## config.mk

```make
export PLATFORM = sky130hd
export DESIGN_NAME = twi_eeprom_slave
export DESIGN_NICKNAME = d
export VERILOG_FILES = /design/src/rtl/twi_slv_pkg.sv /design/src/rtl/twi_line_sync.sv /design/src/rtl/twi_word_ptr.sv /design/src/rtl/twi_eeprom_slave.sv
export SDC_FILE = /design/constraint.sdc
export NUM_CORES = 1
export LEC_CHECK = 0
export CORE_AREA = 2 2 102 104
export CTS_BUF_LIST = sky130_fd_sc_hd__clkbuf_8
export DETAILED_ROUTE_END_ITERATION = 10
export DIE_AREA = 0 0 104 106
export PLACE_DENSITY = 0.6
export SLEW_MARGIN = 20
export SYNTH_ARGS = -nofsm -noshare
export SYNTH_HDL_FRONTEND = slang
export SYNTH_SLANG_ARGS = --single-unit
```

## constraint.sdc

```tcl
create_clock -name clk -period 2.4 [get_ports clk]
set_input_delay 0.24 -clock clk [delete_from_list [all_inputs] [get_ports clk]]
set_output_delay 0.24 -clock clk [all_outputs]
set_load 0.01 [all_outputs]
```

## src/rtl/twi_slv_pkg.sv

```systemverilog
`timescale 1ns/1ps
package twi_slv_pkg;
   localparam int BYTE_W = 8;
   localparam int CNT_W  = $clog2(BYTE_W + 1);

   typedef enum logic [2:0] {
      ST_IDLE, ST_RX, ST_ACK, ST_TX, ST_MACK, ST_HOLD
   } slv_state_e;

   typedef enum logic [1:0] {
      K_DEV, K_WA, K_DAT
   } rx_kind_e;
endpackage

```

## src/rtl/twi_line_sync.sv

```systemverilog
`timescale 1ns/1ps
module twi_line_sync #(
   parameter int STAGES = 2
) (
   input  logic clk,
   input  logic rst_n,
   input  logic scl_i,
   input  logic sda_i,
   output logic scl_lvl,
   output logic sda_lvl,
   output logic scl_rise,
   output logic scl_fall,
   output logic start_det,
   output logic stop_det
);
   if (STAGES < 2) begin : g_bad_stages
      $error("twi_line_sync: STAGES must be at least 2");
   end

   logic [STAGES-1:0] scl_sh, sda_sh;
   logic              scl_d, sda_d;

   always_ff @(posedge clk or negedge rst_n) begin
      if (!rst_n) begin
         scl_sh <= '1;
         sda_sh <= '1;
         scl_d  <= 1'b1;
         sda_d  <= 1'b1;
      end else begin
         scl_sh <= {scl_sh[STAGES-2:0], scl_i};
         sda_sh <= {sda_sh[STAGES-2:0], sda_i};
         scl_d  <= scl_sh[STAGES-1];
         sda_d  <= sda_sh[STAGES-1];
      end
   end

   assign scl_lvl   = scl_sh[STAGES-1];
   assign sda_lvl   = sda_sh[STAGES-1];
   assign scl_rise  = scl_lvl & ~scl_d;
   assign scl_fall  = ~scl_lvl & scl_d;
   assign start_det = scl_lvl & scl_d & sda_d & ~sda_lvl;
   assign stop_det  = scl_lvl & scl_d & ~sda_d & sda_lvl;
endmodule

```

## src/rtl/twi_word_ptr.sv

```systemverilog
`timescale 1ns/1ps
module twi_word_ptr #(
   parameter int ADDR_W = 8,
   parameter int PAGE_W = 3
) (
   input  logic              clk,
   input  logic              rst_n,
   input  logic              load,
   input  logic [ADDR_W-1:0] load_val,
   input  logic              wr_step,
   input  logic              rd_step,
   output logic [ADDR_W-1:0] rd_addr,
   output logic [ADDR_W-1:0] wr_ptr
);
   localparam logic [ADDR_W-1:0] ONE_A = ADDR_W'(1);

   logic [ADDR_W-1:0] ptr_nxt;

   if (PAGE_W >= ADDR_W) begin : g_flat
      assign ptr_nxt = wr_ptr + ONE_A;
   end else begin : g_paged
      localparam logic [PAGE_W-1:0] ONE_P = PAGE_W'(1);
      assign ptr_nxt = {wr_ptr[ADDR_W-1:PAGE_W], wr_ptr[PAGE_W-1:0] + ONE_P};
   end

   always_ff @(posedge clk or negedge rst_n) begin
      if (!rst_n) begin
         rd_addr <= '0;
         wr_ptr  <= '0;
      end else if (load) begin
         rd_addr <= load_val;
         wr_ptr  <= load_val;
      end else if (wr_step) begin
         rd_addr <= wr_ptr;
         wr_ptr  <= ptr_nxt;
      end else if (rd_step) begin
         rd_addr <= rd_addr + ONE_A;
      end
   end
endmodule

```

## src/rtl/twi_eeprom_slave.sv

```systemverilog
`timescale 1ns/1ps
module twi_eeprom_slave
   import twi_slv_pkg::*;
#(
   parameter int         ADDR_W      = 8,
   parameter int         PAGE_W      = 3,
   parameter int         SYNC_STAGES = 2,
   parameter logic [3:0] DEV_ID      = 4'b1010
) (
   input  logic              clk,
   input  logic              rst_n,
   input  logic              strap_a2_i,
   input  logic              wr_busy_i,
   input  logic              scl_i,
   input  logic              sda_i,
   output logic              sda_oe_o,
   output logic              wr_stb_o,
   output logic [ADDR_W-1:0] wr_addr_o,
   output logic [7:0]        wr_data_o,
   output logic              wr_commit_o,
   output logic              wr_drop_o,
   output logic [ADDR_W-1:0] rd_addr_o,
   input  logic [7:0]        rd_data_i
);
   if (ADDR_W < 1 || ADDR_W > BYTE_W) begin : g_bad_addr
      $error("twi_eeprom_slave: ADDR_W must lie in 1..8");
   end
   if (PAGE_W < 1 || PAGE_W > ADDR_W) begin : g_bad_page
      $error("twi_eeprom_slave: PAGE_W must lie in 1..ADDR_W");
   end

   localparam logic [CNT_W-1:0] BIT_N = CNT_W'(BYTE_W);
   localparam logic [CNT_W-1:0] ONE_C = CNT_W'(1);

   logic scl_lvl, sda_lvl, scl_rise, scl_fall, start_det, stop_det;

   twi_line_sync #(.STAGES(SYNC_STAGES)) i_sync (
      .clk(clk), .rst_n(rst_n), .scl_i(scl_i), .sda_i(sda_i),
      .scl_lvl(scl_lvl), .sda_lvl(sda_lvl), .scl_rise(scl_rise),
      .scl_fall(scl_fall), .start_det(start_det), .stop_det(stop_det)
   );

   slv_state_e        state_q;
   rx_kind_e          kind_q;
   logic [CNT_W-1:0]  cnt_q;
   logic [7:0]        rx_q, tx_q;
   logic              oe_q, rw_q, mack_q, pend_q;
   logic              stb_q, commit_q, drop_q;
   logic [ADDR_W-1:0] waddr_q, wr_ptr;
   logic [7:0]        wdata_q;
   logic              byte_end, dev_hit, ptr_load, ptr_wr, ptr_rd;
   logic              st_idle, st_read;

   assign byte_end = scl_fall && (cnt_q == BIT_N);
   assign dev_hit  = (rx_q[7:1] == {DEV_ID, strap_a2_i, 2'b00}) && !wr_busy_i;
   assign ptr_load = (state_q == ST_RX) && byte_end && (kind_q == K_WA);
   assign ptr_wr   = (state_q == ST_RX) && byte_end && (kind_q == K_DAT);
   assign ptr_rd   = (state_q == ST_TX) && byte_end;
   assign st_idle  = (state_q == ST_IDLE);
   assign st_read  = (state_q == ST_TX) || (state_q == ST_MACK);

   twi_word_ptr #(.ADDR_W(ADDR_W), .PAGE_W(PAGE_W)) i_ptr (
      .clk(clk), .rst_n(rst_n), .load(ptr_load), .load_val(rx_q[ADDR_W-1:0]),
      .wr_step(ptr_wr), .rd_step(ptr_rd), .rd_addr(rd_addr_o), .wr_ptr(wr_ptr)
   );

   always_ff @(posedge clk or negedge rst_n) begin
      if (!rst_n) begin
         state_q  <= ST_IDLE;
         kind_q   <= K_DEV;
         cnt_q    <= '0;
         rx_q     <= '0;
         tx_q     <= '0;
         oe_q     <= 1'b0;
         rw_q     <= 1'b0;
         mack_q   <= 1'b0;
         pend_q   <= 1'b0;
         stb_q    <= 1'b0;
         commit_q <= 1'b0;
         drop_q   <= 1'b0;
         waddr_q  <= '0;
         wdata_q  <= '0;
      end else begin
         stb_q    <= 1'b0;
         commit_q <= 1'b0;
         drop_q   <= 1'b0;
         if (stop_det) begin
            state_q  <= ST_IDLE;
            oe_q     <= 1'b0;
            commit_q <= pend_q;
            pend_q   <= 1'b0;
         end else if (start_det) begin
            state_q <= ST_RX;
            kind_q  <= K_DEV;
            cnt_q   <= '0;
            oe_q    <= 1'b0;
            drop_q  <= pend_q;
            pend_q  <= 1'b0;
         end else begin
            unique case (state_q)
               ST_RX: begin
                  if (scl_rise) begin
                     rx_q  <= {rx_q[6:0], sda_lvl};
                     cnt_q <= cnt_q + ONE_C;
                  end else if (byte_end) begin
                     if (kind_q == K_DEV) begin
                        if (dev_hit) begin
                           oe_q    <= 1'b1;
                           rw_q    <= rx_q[0];
                           state_q <= ST_ACK;
                        end else begin
                           state_q <= ST_IDLE;
                        end
                     end else begin
                        oe_q    <= 1'b1;
                        state_q <= ST_ACK;
                        if (kind_q == K_DAT) begin
                           stb_q   <= 1'b1;
                           pend_q  <= 1'b1;
                           waddr_q <= wr_ptr;
                           wdata_q <= rx_q;
                        end
                     end
                  end
               end
               ST_ACK: begin
                  if (scl_fall) begin
                     cnt_q <= '0;
                     if (kind_q == K_DEV && rw_q) begin
                        tx_q    <= rd_data_i;
                        oe_q    <= ~rd_data_i[7];
                        state_q <= ST_TX;
                     end else begin
                        oe_q    <= 1'b0;
                        state_q <= ST_RX;
                        kind_q  <= (kind_q == K_DEV) ? K_WA : K_DAT;
                     end
                  end
               end
               ST_TX: begin
                  if (scl_rise) begin
                     cnt_q <= cnt_q + ONE_C;
                  end else if (byte_end) begin
                     oe_q    <= 1'b0;
                     state_q <= ST_MACK;
                  end else if (scl_fall) begin
                     tx_q <= {tx_q[6:0], 1'b0};
                     oe_q <= ~tx_q[6];
                  end
               end
               ST_MACK: begin
                  if (scl_rise) begin
                     mack_q <= ~sda_lvl;
                  end else if (scl_fall) begin
                     if (mack_q) begin
                        tx_q    <= rd_data_i;
                        oe_q    <= ~rd_data_i[7];
                        cnt_q   <= '0;
                        state_q <= ST_TX;
                     end else begin
                        state_q <= ST_HOLD;
                     end
                  end
               end
               default: ;
            endcase
         end
      end
   end

   assign sda_oe_o    = oe_q;
   assign wr_stb_o    = stb_q;
   assign wr_addr_o   = waddr_q;
   assign wr_data_o   = wdata_q;
   assign wr_commit_o = commit_q;
   assign wr_drop_o   = drop_q;
endmodule

```

== Word level (Yosys, flattened, before mapping) ==
Index checks and enable logic that the tools add are counted.

* Register bits: 69
* Input bits: 14
* Output and inout port bits: 28
* Logic and storage cells: 177

* Add/sub/neg operators: 3
* Eq/ne operators: 34
* Mux-type cells: 72
* Bitwise logic cells: 17
* Reduce and logical (&&, ||, !) cells: 30

{| class="wikitable"
|+ Operators by type and width
! operator !! number
|-
| two-way mux 7 bit || 8
|-
| two-way mux 3 bit || 12
|-
| two-way mux 8 bit || 4
|-
| two-way mux 1 bit || 31
|-
| two-way mux 4 bit || 6
|-
| one-hot mux 7 bit (3 select lines) || 1
|-
| AND reduction 7 bit || 3
|-
| inequality test 4 x 2 -> 1 bit, second input constant || 5
|-
| inequality test 2 bit, second input constant || 8
|-
| nonzero test 3 bit || 5
|-
| two-way mux 2 bit || 7
|-
| inequality test 4 bit, second input constant || 3
|-
| one-hot mux 3 bit (4 select lines) || 1
|-
| one-hot mux 4 bit (3 select lines) || 1
|-
| AND reduction 4 bit || 3
|-
| AND reduction 11 bit || 1
|-
| inequality test 5 x 3 -> 1 bit, second input constant || 2
|-
| NOT 1 bit || 10
|-
| AND reduction 10 bit || 1
|-
| inequality test 3 x 2 -> 1 bit, second input constant || 3
|-
| adder 8 x 1 -> 8 bit, second input constant || 1
|-
| AND reduction 8 bit || 1
|-
| AND 1 bit || 7
|-
| equality test 7 bit || 1
|-
| other kinds (20) || 31
|}

== Longest topological paths before layout ==
* Word-level depth: 9
* Mapped depth: 8
* Gate-level depth less buffers: 7

== Cells and area by module ==
From an unflattened synthesis, not the netlist that was laid out.

* Cell total of the unflattened synthesis: 291
* Area total of the unflattened synthesis: 3410.8 µm²

{| class="wikitable"
|+ By module, submodules not included
! module !! instances !! cells each !! area each (µm²) !! sequential area each (µm²)
|-
| twi_eeprom_slave || 1 || 197 || 2368.5 || 1176.1
|-
| twi_word_ptr || 1 || 84 || 852.1 || 400.4
|-
| twi_line_sync || 1 || 10 || 190.2 || 157.7
|}

== Least setup slack after synthesis ==
Ideal clock, no wire load.

* Kind: register to register
* From: reg cnt_q[0]
* To: reg tx_q[1]
* Setup time: 125 ps
* Data arrival time: 1909 ps
* Required time: 2275 ps
* Slack: 366 ps
* Cell stages (with the launch flop): 8
* Buffers on the path: 0
* Period minus slack after synthesis: 2034 ps
* Cells stage by stage: dfrtp_1 inv_1 ha_1 nand3b_1 nor2_1 a22o_1 nor4_4 mux2_2

* Longest elaborated chain between the ends: 4

{| class="wikitable"
|+ Ends and longest elaborated chain
! what !! RTL line !! RTL
|-
| from (decl) || twi_eeprom_slave.sv:45 || <nowiki>logic [CNT_W-1:0] cnt_q;</nowiki>
|-
| from (signal assigned) || twi_eeprom_slave.sv:104 || <nowiki>cnt_q <= cnt_q + ONE_C;</nowiki>
|-
| from (signal assigned) || twi_eeprom_slave.sv:142 || <nowiki>cnt_q <= cnt_q + ONE_C;</nowiki>
|-
| equality test 4 bit || twi_eeprom_slave.sv:54 || <nowiki>assign byte_end = scl_fall && (cnt_q == BIT_N);</nowiki>
|-
| logical AND 1 bit || twi_eeprom_slave.sv:54 ||
|-
| inequality test 2 bit (no source line) || n/a ||
|-
| AND reduction 11 bit (no source line) || n/a ||
|-
| to (signal assigned) || twi_eeprom_slave.sv:130 || <nowiki>tx_q <= rd_data_i;</nowiki>
|-
| to (signal assigned) || twi_eeprom_slave.sv:147 || <nowiki>tx_q <= {tx_q[6:0], 1'b0};</nowiki>
|-
| to (signal assigned) || twi_eeprom_slave.sv:156 || <nowiki>tx_q <= rd_data_i;</nowiki>
|-
| to (decl) || twi_eeprom_slave.sv:46 || <nowiki>logic [7:0] rx_q, tx_q;</nowiki>
|}

Every way passes these cells.
A chain may end at the register's enable or synchronous reset.

== Final worst setup path ==
* From: reg state_q[1]
* To: reg i_ptr.rd_addr[1]

* Longest elaborated chain between the ends: 5
* Elaborated cells on any way between the ends: 9
* Those cells by class: 2 x eq/ne; 2 x mux; 5 x reduce/logical

{| class="wikitable"
|+ Ends and longest elaborated chain
! what !! RTL line !! RTL
|-
| from (decl) || twi_eeprom_slave.sv:43 || <nowiki>slv_state_e state_q;</nowiki>
|-
| from (signal assigned) || twi_eeprom_slave.sv:69 || <nowiki>state_q <= ST_IDLE;</nowiki>
|-
| from (signal assigned) || twi_eeprom_slave.sv:88 || <nowiki>state_q <= ST_IDLE;</nowiki>
|-
| from (signal assigned) || twi_eeprom_slave.sv:93 || <nowiki>state_q <= ST_RX;</nowiki>
|-
| equality test 3 x 1 -> 1 bit || twi_eeprom_slave.sv:56, twi_eeprom_slave.sv:57 ||
|-
| logical AND 1 bit || twi_eeprom_slave.sv:56, twi_eeprom_slave.sv:57 ||
|-
| logical AND 1 bit || twi_eeprom_slave.sv:57 || <nowiki>assign ptr_wr = (state_q == ST_RX) && byte_end && (kind_q == K_DAT);</nowiki>
|-
| two-way mux 8 bit || twi_word_ptr.sv:33 || <nowiki>end else if (wr_step) begin</nowiki>
|-
| two-way mux 8 bit || twi_word_ptr.sv:30 || <nowiki>end else if (load) begin</nowiki>
|-
| to (signal assigned) || twi_word_ptr.sv:31 || <nowiki>rd_addr <= load_val;</nowiki>
|-
| to (signal assigned) || twi_word_ptr.sv:34 || <nowiki>rd_addr <= wr_ptr;</nowiki>
|-
| to (signal assigned) || twi_word_ptr.sv:37 || <nowiki>rd_addr <= rd_addr + ONE_A;</nowiki>
|-
| to (decl) || twi_word_ptr.sv:12 || <nowiki>output logic [ADDR_W-1:0] rd_addr,</nowiki>
|}

Parallel ways exist; a longest one is shown, timed or not.

==> impl_results.md <==
- Hold Violations, Final: 0
- Diodes inserted: 0
- I/O pin total: 42
- Residual DRC: 0
- Area Overhead vs Synth: 27.5%
- Die H: ~110 um
- Post-cts sizing count: 0
- First drt pass iteration count: 5
- CP required: 2.69 ns
- Hold WS: around 0.29 ns
- Area share of the leading cell type in the synthesized netlist: 46.3%
- CTS Buf Count: 9
- Setup ws final: 0.233 ns
- Clock Tree Root: clkbuf_8
- Total number of vias: between 2000 and 3000
- Sequential cell area: 1730 um2
- DPL Wire Length: 5560 um
- WS Path Type: reg -> reg
- Core area: 10000 um2
- RePlAce Congestion: between 0.8 and 0.9
- Final Net Count: 384
- Cell Pwr Density: 843 nW/um2
- Cells on worst reg2reg path: 5
- Max Transition Viols Final: 0
- Synth Area in Compound Gates: between 10% and 20%
- Worst path max stage delay: roughly 0.55 ns
- Yosys warnings: 0
- Count of different cell masters after synthesis: 56
- CP Data Arrival Time: 2.46 ns
- Worst slack at placement: roughly 0.25 ns
- R2r setup slk: ~0.23 ns
- R2r endpoint: i_ptr.rd_addr[1]$_DFFE_PN0P_
- DP Area: between 4000 and 5000 um2
- RR Startpoint: state_q[1]$_DFFE_PN0P_
- Synth Area in XOR/XNOR: ~2%
- Top post-synthesis cells by count: dfrtp_1 (63), mux2_2 (40), nand2_1 (24)
- CP delay by family, top: simple AND/OR/NAND/NOR gates
- Startpoint Class: register
- Vias in the first global route: about 2600
- Seq/Total Area, Yosys: 51.0%
- Largest area contributor in the netlist: dfrtp_1
- Multiplexer share of the synthesized area: ~14%
- Clk slew on worst S/H paths: ~0.080 ns
- Cell chain of the critical path: or3b_1 > nor4_1 > o32ai_1 > a211oi_1 > a21o_1
- CP endpoint kind: register
- Fin crit share: about 90%
- Status: finished, final reports clean
- Post-route ant nets: 0
- Max Cap Viol: 0
- Mapped Cells: approximately 300
- Port buffer count: a little over 40
- # rows: 37
- WHS Endpoint: i_sync.sda_sh[0]$_DFF_PN1_
- Routed length per instance: around 16 um
- WHS Path Cells: 1
- Synth area leaders: dfrtp_1 (46%), mux2_2 (13%), dfstp_2 (4.6%), o21ai_0 (3.1%), nand2_1 (2.6%)
- Main combinational cell family by area after synthesis: simple AND/OR/NAND/NOR gates
- Clock buffer depth: 2
- Fillers: around 1000
- DIE WIDTH: between 100 and 150 um
- Count leader, synth: dfrtp_1
- Prevailing post-synth register cell: dfrtp_1
- Overall routed net length: approximately 8000 um
- Final Cell Area: ~4300 um2
- HP Start: sda_i
- Share of cells above drive strength 1: between 20% and 30%
- Initial core utilization: around 34%
- H-tree depth: 3
- Seq cells post-synth: slightly below 70
- Peak supply drop: ~300 uV
- Clock tree sinks: 69
- Min Clock Period, post-route: roughly 2.2 ns
- Buf+Inv Stages, Crit Path: 0
- Synthesized area per cell: 11.0 um2
- Crit Path Max Fanout: 17
- Slowest-stage cell, CP: dfrtp_1
- Setup Buffers After CTS: 0
- Initial drt markers: roughly 170
- Largest net degree at the start of global routing: 70
- Simple-gate portion of the synthesized area: 16.2%
- Via density per instance: 5.14
- Slew margin rel.: 59.8%
- Final clock skew: around 0.0089 ns
- GRT Util Overall: between 10 and 15%
- Setup_tns: 0 ns
- First-pass GRT wire length: roughly 13000 um
- F_max: approximately 460 MHz
- RSZ-0062 raised after global routing: no
- Post-Synth Adder-Cell Area: under 10%
- Worst hold path class: in -> reg
- Die footprint: approximately 11000 um2
- Initial antenna violation count: 0
- Area of the multi-input gates: 1590 um2
- Clock latency on the worst-skew pair: roughly 0.35 ns
- Post-synth EDFFs: 0
- Final setup viols: 0
- Static Leak: 0.00188 uW
- Gr ovfl total: 0
- Total power: 3660 uW
- Ys async rst share: between 90% and 100%
- Syn Std Cell Area: roughly 3400 um2
- CTS tree: yes
- Synth Net Count: ~330
- Tightest Pin Transition: 0.599 ns
[per-stage QoR]
step                      std cells  utilization (%)
after floorplan                 308                -
after global placement          490             40.6
after detailed placement        490             40.6
after CTS                       507             43.4
after global routing            507             43.4
final                           507             43.4
[sequential cells by signal (all words and copies together), names as in the netlist, 2 cells and up]
name	flops
kind_q	2
state_q	3
tx_q	7
i_ptr.rd_addr	8
wr_data_o	8
i_ptr.wr_ptr	8
rx_q	8
i_sync.sda_sh	2
i_sync.scl_sh	2
cnt_q	4
wr_addr_o	8
[cells by family after synthesis]
kind of cell / after synthesis
compound gates: 67
xor+xnor: 8
fa+ha+maj: 4
buf+inv: 19
flops: 69
mux: 42
simple gates: 99
[worst max-delay path by stage]
stage | startpoint | endpoint | cells after the start
2_1_floorplan | cnt_q[0]$_DFFE_PN0P_ | tx_q[1]$_DFFE_PN0P_ | 7
5_1_grt | state_q[1]$_DFFE_PN0P_ | i_ptr.rd_addr[2]$_DFFE_PN0P_ | 5
3_3_place_gp | state_q[1]$_DFFE_PN0P_ | wr_data_o[7]$_DFFE_PN0P_ | 5
3_5_place_dp | state_q[1]$_DFFE_PN0P_ | i_ptr.rd_addr[6]$_DFFE_PN0P_ | 5
4_1_cts | state_q[1]$_DFFE_PN0P_ | i_ptr.rd_addr[1]$_DFFE_PN0P_ | 5
6_report | state_q[1]$_DFFE_PN0P_ | i_ptr.rd_addr[1]$_DFFE_PN0P_ | 5
[layout by cell type, fill, tap and decap left out, drive strengths merged, types with 3 or more instances in the layout]
cell type      instances
a21oi                 12
a221oi                 3
a22o                   4
buf                   17
bufinv                 4
clkbuf                 9
clkdlybuf4s50         40
dfrtp                 63
dfstp                  6
ha                     4
inv                    9
mux2                  40
nand2                 25
nand2b                 9
nand3                  9
nor2                  19
nor2b                  7
nor3                   8
nor3b                  4
nor4                   3
o21ai                 22
o22ai                  3
xnor2                  6
[cell type report]
type                    count  area share [%]
inverters                   8           0.692
well taps                 136            3.92
repair buffers             58            12.6
flip-flops and latches     69            40.0
clock inverters             7            3.37
multi-input cells         220            36.5
clock buffers               9            2.86
[per-layer routing]
layer	up-vias	GRT usage (%)	wire (um)
met4	0	4.83	129
li1	1250	-	-
met2	46	23.0	3630
met3	12	3.80	299
met1	1298	20.5	3830
met5	-	0	0
[timing repair]
action / in CTS / in global routing
endpoints found under the setup margin: 0 / 0
hold buffers: 1 / 0
endpoints found under the hold margin: 63 / 0
[power breakdown]
| part | switching, uW | total (uW) | internal (uW) |
|---|---|---|---|
| clock | 476 | 1280 | 802 |
| sequential | 209 | 1550 | 1340 |
| combinational | 450 | 826 | 376 |
| total | 1140 | 3660 | 2520 |
[worst register-to-register path, delay by kind of cell, from the launching register on]
family / cells / cell delay, ns
AOI/OAI and AO/OA: 3 / 0.53
and+or+nand+nor: 2 / 1.03
DFF: 1 / 0.55
(Power assumes the default switching activity.)
